--- src/rtl/pclkdiv_pkg.sv ---
package pclkdiv_pkg;

  localparam int unsigned CODE_W  = 2;
  localparam int unsigned PHASE_W = 2;

  typedef enum logic [CODE_W-1:0] {
    RATIO_QUARTER = 2'b00,
    RATIO_FULL    = 2'b01,
    RATIO_HALF    = 2'b10,
    RATIO_UNUSED  = 2'b11
  } ratio_e;

  // Last phase count of one divided period for a ratio code.
  function automatic logic [PHASE_W-1:0] last_phase(input ratio_e code);
    case (code)
      RATIO_FULL: last_phase = PHASE_W'(0);
      RATIO_HALF: last_phase = PHASE_W'(1);
      default:    last_phase = PHASE_W'(3);
    endcase
  endfunction

endpackage

--- src/rtl/pclkdiv_ctrl_reg.sv ---
module pclkdiv_ctrl_reg
  import pclkdiv_pkg::*;
#(
  parameter int unsigned DATA_W = 8
) (
  input  logic              clk,
  input  logic              rst_n,
  input  logic              sel,
  input  logic              we,
  input  logic [DATA_W-1:0] wdata,
  output logic [DATA_W-1:0] rdata,
  output ratio_e            code
);

  localparam int unsigned PAD_W = DATA_W - CODE_W;

  ratio_e code_q;
  ratio_e wr_code;
  logic   wr_ok;

  assign wr_code = ratio_e'(wdata[CODE_W-1:0]);
  assign wr_ok   = sel && we && (wr_code != RATIO_UNUSED);

  always_ff @(posedge clk or negedge rst_n) begin
    if (!rst_n) begin
      code_q <= RATIO_QUARTER;
    end else if (wr_ok) begin
      code_q <= wr_code;
    end
  end

  generate
    if (PAD_W > 0) begin : g_pad
      assign rdata = sel ? {{PAD_W{1'b0}}, code_q} : '0;
    end else begin : g_nopad
      assign rdata = sel ? code_q : '0;
    end
  endgenerate

  assign code = code_q;

endmodule

--- src/rtl/pclkdiv_pulse_gen.sv ---
module pclkdiv_pulse_gen
  import pclkdiv_pkg::*;
(
  input  logic   clk,
  input  logic   rst_n,
  input  ratio_e prog_code,
  output ratio_e act_code,
  output logic   pulse
);

  logic [PHASE_W-1:0] phase_q;
  ratio_e             act_q;
  logic               wrap;

  assign wrap = (phase_q == last_phase(act_q));

  always_ff @(posedge clk or negedge rst_n) begin
    if (!rst_n) begin
      phase_q <= '0;
      act_q   <= RATIO_QUARTER;
    end else if (wrap) begin
      phase_q <= '0;
      act_q   <= prog_code;
    end else begin
      phase_q <= phase_q + PHASE_W'(1);
    end
  end

  assign pulse    = wrap;
  assign act_code = act_q;

endmodule

--- src/rtl/pclk_divider.sv ---
module pclk_divider
  import pclkdiv_pkg::*;
#(
  parameter int unsigned DATA_W = 8
) (
  input  logic              clk,
  input  logic              rst_n,
  input  logic              reg_sel,
  input  logic              reg_we,
  input  logic [DATA_W-1:0] reg_wdata,
  output logic [DATA_W-1:0] reg_rdata,
  output logic              pclk_en
);

  ratio_e prog_code;
  ratio_e act_code;

  pclkdiv_ctrl_reg #(.DATA_W(DATA_W)) u_reg (
    .clk   (clk),
    .rst_n (rst_n),
    .sel   (reg_sel),
    .we    (reg_we),
    .wdata (reg_wdata),
    .rdata (reg_rdata),
    .code  (prog_code)
  );

  pclkdiv_pulse_gen u_gen (
    .clk       (clk),
    .rst_n     (rst_n),
    .prog_code (prog_code),
    .act_code  (act_code),
    .pulse     (pclk_en)
  );

endmodule

--- config.mk ---
export PLATFORM = sky130hd
export DESIGN_NAME = pclk_divider
export DESIGN_NICKNAME = d
export VERILOG_FILES = /design/src/rtl/pclkdiv_pkg.sv /design/src/rtl/pclkdiv_ctrl_reg.sv /design/src/rtl/pclkdiv_pulse_gen.sv /design/src/rtl/pclk_divider.sv
export SDC_FILE = /design/constraint.sdc
export NUM_CORES = 1
export LEC_CHECK = 0
export ABC_AREA = 0
export BUFFER_PORTS_ARGS = -buffer_cell sky130_fd_sc_hd__buf_2
export CORE_AREA = 5 5 42 44
export DETAILED_ROUTE_END_ITERATION = 7
export DIE_AREA = 0 0 47 49
export SLEW_MARGIN = 25
export SYNTH_ARGS = -nofsm -noshare
export SYNTH_HDL_FRONTEND = slang
export SYNTH_SLANG_ARGS = --single-unit
--- constraint.sdc ---
create_clock -name clk -period 2.6 [get_ports clk]
set_input_delay 0.39 -clock clk [delete_from_list [all_inputs] [get_ports clk]]
set_output_delay 0.39 -clock clk [all_outputs]
set_load 0.005 [all_outputs]
======== Yosys cells after proc, flatten, opt, wreduce, memory -nomap -nowiden ========
Index checks and enable logic that the tools add are counted.
storage, ports and cells
  bits in registers ....................... 6
  bits of input ports ..................... 12
  output and inout port bits .............. 9
  word-level logic and storage cells ...... 13
operators by class
  $add $sub $neg .......................... 1
  equal/unequal tests ..................... 4
  muxes and demuxes ....................... 3
  reduce and logical (&&, ||, !) cells .... 2
operator list
  kind                                                                    number
  2-bit 2-to-1 mux                                                        2
  2-bit case mux with 2 select lines                                      1
  2-bit by 1-bit adder with 2-bit output (second input constant)          1
  2-bit by 1-bit equality test with 1-bit output (second input constant)  1
  2-bit equality test                                                     1
  2-bit equality test (second input constant)                             1
  1-bit logical AND                                                       2
  2-bit != test (second input constant)                                   1

======== Depth between registers and ports, before layout ========
Gate-level depths: netlist of run 1.
  depth after elaboration ................. 4
  mapped depth ............................ 5
  mapped depth without buffers ............ 5

======== Hierarchy ========
From an unflattened synthesis of run 1, not the netlist that was laid out.
second synthesis, totals
  cell total of the unflattened synthesis .. 32
  area total of the unflattened synthesis .. 342.8 µm²
modules (own cells, without submodules)
  module             instances  cells each  area each (µm²)  sequential area each (µm²)
  pclkdiv_pulse_gen  1          16          196.4            100.1
  pclkdiv_ctrl_reg   1          16          146.4            50.0

======== Worst setup path before layout of run 1 ========
OpenSTA, ideal clock, no wires.
  kind .................................... register to output
  start point ............................. reg u_gen.act_q[0] (netlist: u_gen.act_code[0])
  end point ............................... out pclk_en
  arrival time ............................ 1.075 ns
  required time ........................... 2.210 ns
  setup slack ............................. 1.135 ns
  stages on the path, launching flop included .. 5
  path through ............................ dfrtp_1 ha_1 xnor2_1 nand2_1 inv_1
between the ends
  cells in the longest elaborated chain, start to end .. 3
  elaborated cells on any way between the ends .. 4
  those cells by class .................... 3 x eq/ne; 1 x mux
ends and longest elaborated chain
  item                                                                                          RTL line                 source
  start: declaration                                                                            pclkdiv_pulse_gen.sv:12  ratio_e act_q;
  start signal: assignment                                                                      pclkdiv_pulse_gen.sv:23  act_q <= prog_code;
  2-bit equality test / 2-bit by 1-bit equality test with 1-bit output (equally long branches)  pclkdiv_pkg.sv:15        case (code)
  2-bit case mux with 2 select lines *                                                          pclkdiv_pkg.sv:15
  2-bit equality test *                                                                         pclkdiv_pulse_gen.sv:15  assign wrap = (phase_q == last_phase(act_q));
  end: declaration                                                                              pclk_divider.sv:12       output logic pclk_en
Mark *: on every way between the ends. The rest lies on a longest branch, timed or not.

======== Worst setup path in the final report of run 1 ========
Ends and elaborated chain as after synthesis.

==> flow_summary.toml, run 1 <==
[outcome]
status = "finished clean"

[die]
core_area_um2 = 1400
die_w_um = 47
die_area_um2 = 2300
ios = 21
initial_core_util_pct = 23.9
die_y_um = 49
num_rows = 14

[clock_tree]
path_clk_slew_ps = 40
cts-root-buf = "clkbuf_4"
insertion_delay_ps = 240
cts_made_buffers = 3
cts_tree = "yes"
htreeDepth = 1
cts.sinks = 6
cts_buffer_depth = 2

[timing]
slew_viol_final = 0
rsz0062_at_grt = "false"
hold-worst-slack_ps = 403
setup_tns_ps = 0
period_needed_ps = 1880
max_freq_mhz = 531
finalClockSkew_ps = 1.49
period_share_pct = 72.4
hold_viol_final = 0
setup_violations = 0

[cells_and_area]
num_antenna_cells = 0
finalNonFillerCells = 60
syn_to_final_growth_pct = 19.8
drive_above_1_share_pct = 29.5
nNetsFinal = 59
stdcell_area_um2 = 402

[synthesis]
ys_ff_latch = 6
synth_top_area_cell = "dfrtp_1"
synth.distinct_cells = 15
synth-seq-area-share_pct = 44.8
synth_area_per_cell_um2 = 10.2
synthCells = 33
synthTopCellsByArea = "dfrtp_1 (45%), buf_4 (13%), mux2_4 (9.0%)"
yosysTopAreaCellShare_pct = 44.8
synth_area_um2 = 335
synth_warnings = 0

[placement]
io_buffers = 8
gp_congestion = 0.636
placed_area_um2 = 369
dp_cells = 56
hpwl_um = 483

[grt]
grtUsageTotal_pct = 5.87
antenna_found_initial = 0
grt_pass1_wl_um = 890
grt.overflow.total = 0
grt_pass1_vias = 215
grt_max_degree = 7

[routing]
first_pass_iters = 1
vias = 229
drt_iter0_drc = 0
drc = 0
postRouteAntennaNets = 0
wl_per_cell_um = 9.58
postRouteWirelength_um = 575
routed_via_density = 3.82

[flow_run]
cap_violations = 0

[hold_path]
min_path_type = "in2reg"
hp-start = "reg_wdata[1]"
hold_depth = 2
min_to = "u_reg.code[1]"

[setup_path]
crit_required_ps = 2210
crit_slowest_cell = "dfrtp_1"
r2r_start = "u_gen.act_code[0]"
cp_max_fo = 3
reg2reg_depth = 4
slowest_delay_ps = 380
worstSetupStartpoint = "u_gen.act_code[0]"
startpoint_type = "flip-flop"
cp.arrival_ps = 1490
worstReg2RegEnd = "u_gen.act_code[1]"
crit_path_end_kind = "output port"
r2r_slack_ps = 1080
path_class = "reg2out"
crit_chain = "ha_1, xnor2_1, nand2_1, inv_1, buf_2"

[power_and_ir_drop]
powerDensity_nw_per_um2 = 1200
ir_drop_uv = 323
total_power_uw = 481
p_leak_nw = 0.216
## routing by layer
layer | routed length, um | GRT usage, %
met4 | 22 | 6.91
met1 | 255 | 6.70
met3 | 52 | 2.58
met5 | 0 | 0
met2 | 244 | 7.01
## cells in the mapped netlist
library cell,instances
dfrtp_1,6
nor2_1,2
ha_1,1
buf_4,6
xor2_1,1
mux2_4,2
o21ai_1,1
conb_1,1
o21ai_0,1
a21oi_1,2
nand2_1,3
xnor2_1,1
and2_1,2
o22a_1,2
inv_1,2
## cells by family after synthesis
| logic type | count (synthesis) | share of synthesized area (%) |
|---|---|---|
| AO/OA/AOI/OAI | 6 | 11.2 |
| XOR/XNOR | 2 | 5.22 |
| adder cells (fa/ha/maj) | 1 | 3.73 |
| buffers and inverters | 8 | 15.7 |
| flip-flops | 6 | 44.8 |
| multiplexers | 2 | 8.96 |
| other | 1 | 1.12 |
| AND/OR/NAND/NOR | 7 | 9.33 |
## what timing repair did
item,4_1_cts,5_1_grt
resized for setup,0,0
setup buffers,0,0
hold buffers,1,0
endpoints found under the hold margin,6,0
## registers in the layout (all words and copies together), names as in the netlist
name            flops
u_gen.act_code      2
u_reg.code          2
u_gen.phase_q       2
## cells in the final DEF (no fill, tap or decap), drive strengths merged
master,count
xnor2,1
nor2,2
conb,6
xor2,1
nand2,3
mux2,2
o22a,2
and2,2
ha,1
inv,2
dfrtp,6
o21ai,2
dlygate4sd3,1
buf,8
a21oi,2
clkbuf,3
## how the worst max path moves through the flow
stage                   end  slack [ps]  cells past startpoint
floorplan           pclk_en        1130                      4
global placement    pclk_en         960                      5
detailed placement  pclk_en         960                      6
CTS                 pclk_en         700                      6
global route        pclk_en         630                      6
finish              pclk_en         720                      5
## per-stage QoR
step	setup WS [ps]	utilization, %
6_report	718	28.7
5_1_grt	633	28.7
4_1_cts	698	28.7
3_5_place_dp	965	26.3
3_3_place_gp	964	26.3
2_1_floorplan	1130	-
## critical path, delay by kind of cell (launching register included)
family | cells | cell delay [ps]
buf+inv | 2 | 170
flops | 1 | 380
fa+ha+maj | 1 | 340
simple gates | 1 | 150
xor+xnor | 1 | 210
## power breakdown
part | switching, mW | internal [mW] | total (mW)
sequential | 0.0283 | 0.133 | 0.161
clock | 0.0312 | 0.0520 | 0.0832
combinational | 0.107 | 0.130 | 0.236
## layout make-up
| type | instances | area (um^2) |
|---|---|---|
| Sequential cell | 6 | 150 |
| Timing Repair Buffer | 9 | 50.0 |
| Clock buffer | 3 | 22.5 |
| Fill cell | 165 | 1000 |
| Multi-Input combinational cell | 24 | 151 |
| Inverter | 2 | 7.51 |
| Tap cell | 16 | 20.0 |
Note: power is estimated with default switching activity, not from simulation.
==> run 2, diff against run 1 <==
Settings changed: ABC_AREA 0 to 1.
Clock period 2.6 ns to 1.9 ns, I/O delays scaled along.
==> run 2 against run 1 <==
Sequential share of layout area shrank 1.8 points. Synthesized area grew 6.0%. Register-to-register slack lost 370 ps.
==> flow_summary.toml, run 2 <==
[outcome]
status = "finished clean"

[routing]
vias = 295
drc = 0
first_pass_iters = 1
routed_via_density = 3.93
postRouteAntennaNets = 0
postRouteWirelength_um = 555
wl_per_cell_um = 7.40
drt_iter0_drc = 0

[setup_path]
crit_path_end_kind = "output port"
cp.arrival_ps = 1370
slowest_delay_ps = 380
path_class = "reg2out"
cp_max_fo = 3
crit_required_ps = 1620
crit_chain = "ha_1, inv_1, nand2_1, nand2_2, nand2_2, inv_2, buf_2"
cpMostUsedCell = "nand2_2"
startpoint_type = "flip-flop"
critical_path.top_delay_family = "flip-flops"
crit_buf_inv = 3
crit_slowest_cell = "dfrtp_1"

[placement]
gp_congestion = 0.682
hpwl_um = 497
io_buffers = 8

[die]
ios = 21
die_area_um2 = 2300
die_w_um = 47
num_rows = 14
initial_core_util_pct = 25.4
core_area_um2 = 1400
die_y_um = 49

[synthesis]
synth_common_cells = "nand2_1 (11), nor2_1 (8), inv_1 (7), buf_4 (6), dfrtp_1 (6)"
async_reset_ff_share_pct = 100
yosysTopAreaCellShare_pct = 42.3
synth.most_common_cell = "nand2_1"
synth_warnings = 0
synth_area_um2 = 355
synth_edf_count = 0
synth-main-ff-cell = "dfrtp_1"
synth_area_per_cell_um2 = 7.40
synthCells = 48
synthTopCellsByArea = "dfrtp_1 (42%), buf_4 (13%), nand2_1 (12%)"
synth.distinct_cells = 12
synth-seq-area-share_pct = 42.3
ys_ff_latch = 6
synth_top_area_cell = "dfrtp_1"

[clock_tree]
post_cts_resized = 0
cts.sinks = 6
htreeDepth = 1
cts-root-buf = "clkbuf_4"
path_clk_slew_ps = 40
cts_tree = "yes"
insertion_delay_ps = 240
cts_buffer_depth = 2
cts_made_buffers = 3

[timing]
period_needed_ps = 1650
hold_viol_final = 0
setup_violations = 0
slew_viol_final = 0
period_share_pct = 86.9
setup_tns_ps = 0
finalClockSkew_ps = 1.31
max_freq_mhz = 606
rsz0062_at_grt = "false"

[cells_and_area]
drive_above_1_share_pct = 25.4
nNetsFinal = 74
final_cell_mix = "nand2_1 (11), nor2_1 (8), buf_2 (8)"
num_antenna_cells = 0
syn_to_final_growth_pct = 18.7
layout_commonest_cell = "nand2_1"

[grt]
grtUsageTotal_pct = 6.37
grt.overflow.total = 0
grt_pass1_wl_um = 993
grt_pass1_vias = 267
grt_max_degree = 7
antenna_found_initial = 0

[power_and_ir_drop]
powerDensity_nw_per_um2 = 1480
ir_drop_uv = 379
total_power_uw = 624
p_leak_nw = 0.257

[flow_run]
cap_violations = 0

[hold_path]
min_path_type = "in2reg"
## run 2: changes by cell type after synthesis, sizes merged, moves of 2 or more
cell,before,now
nand2,3,14
inv,2,8
nor2,2,8
and2,2,0
mux2,2,0
nand3,0,2
o21ai,2,0
o22a,2,0
## run 2: metal layers
layer,GRT usage [%],up-vias,part of all wire [%]
met5,0,-,0
met4,6.91,0,0.90
met3,3.32,2,9.4
met2,8.60,10,52
met1,6.26,132,38
li1,-,151,-
## run 2: worst reg2reg max path, stage by stage, from the launching register on
cell and delay [ps]:
dfrtp_1 380, ha_1 320, inv_1 60, nand2_1 50, nand2_2 80, nand2_2 70, nand2_1 60, nand2_1 50
## run 2: cell type report
class | instances | area (um^2)
timing repair buffer | 9 | 50.0
clock buffer | 3 | 22.5
multi-input combinational | 33 | 149
sequential | 6 | 150
fill | 164 | 980
inverter | 8 | 30.0
tap | 16 | 20.0
## run 2: worst paths after layout
check                                  startpoint                end  slack (ps)  cells past startpoint
worst max-delay path            u_gen.act_code[0]            pclk_en         250                      7
worst min-delay path                 reg_wdata[0]      u_reg.code[0]         300                      3
worst max register to register  u_gen.act_code[0]  u_gen.act_code[0]         710                      7
worst min register to register  u_gen.act_code[1]  u_gen.act_code[1]         470                      2
max in group asynchronous                   rst_n   u_gen.phase_q[1]        1370                      2
min in group asynchronous                   rst_n  u_gen.act_code[0]         390                      2
## run 2: what timing repair did
| item | 4_1_cts | 5_1_grt |
|---|---|---|
| endpoints found under the hold margin | 6 | 0 |
| hold buffers | 1 | 0 |
| buffers inserted | 0 | 0 |
## run 2: kinds of logic (layout without fill, tap and decap cells)
family | Yosys count | in the layout | share of synthesized area, %
AND/OR/NAND/NOR | 24 | 24 | 28.2
buffers and inverters | 14 | 20 | 21.1
flip-flops | 6 | 6 | 42.3
adder cells (fa/ha/maj) | 1 | 1 | 3.52
other | 1 | 6 | 1.06
AO/OA/AOI/OAI | 1 | 1 | 1.41
XOR/XNOR | 1 | 1 | 2.47
## run 2: power breakdown
part	switching [mW]	leakage, nW	total, mW	internal, mW
sequential	0.0383	0.0719	0.220	0.181
clock	0.0404	0.0138	0.111	0.0711
combinational	0.172	0.172	0.292	0.121
total	0.251	0.257	0.624	0.373
## run 2: per-stage QoR
| step | area (um^2) | hold WS (ps) | setup slack (ps) | instances | utilization [%] |
|---|---|---|---|---|---|
| after floorplan | 374 | -10.6 | 664 | 53 | - |
| after global placement | 389 | 116 | 510 | 71 | 27.8 |
| after detailed placement | 389 | 115 | 493 | 71 | 27.8 |
| after CTS | 422 | 286 | 221 | 75 | 30.1 |
| after global routing | 422 | 290 | 142 | 75 | 30.1 |
| final | 422 | 295 | 249 | 75 | 30.1 |
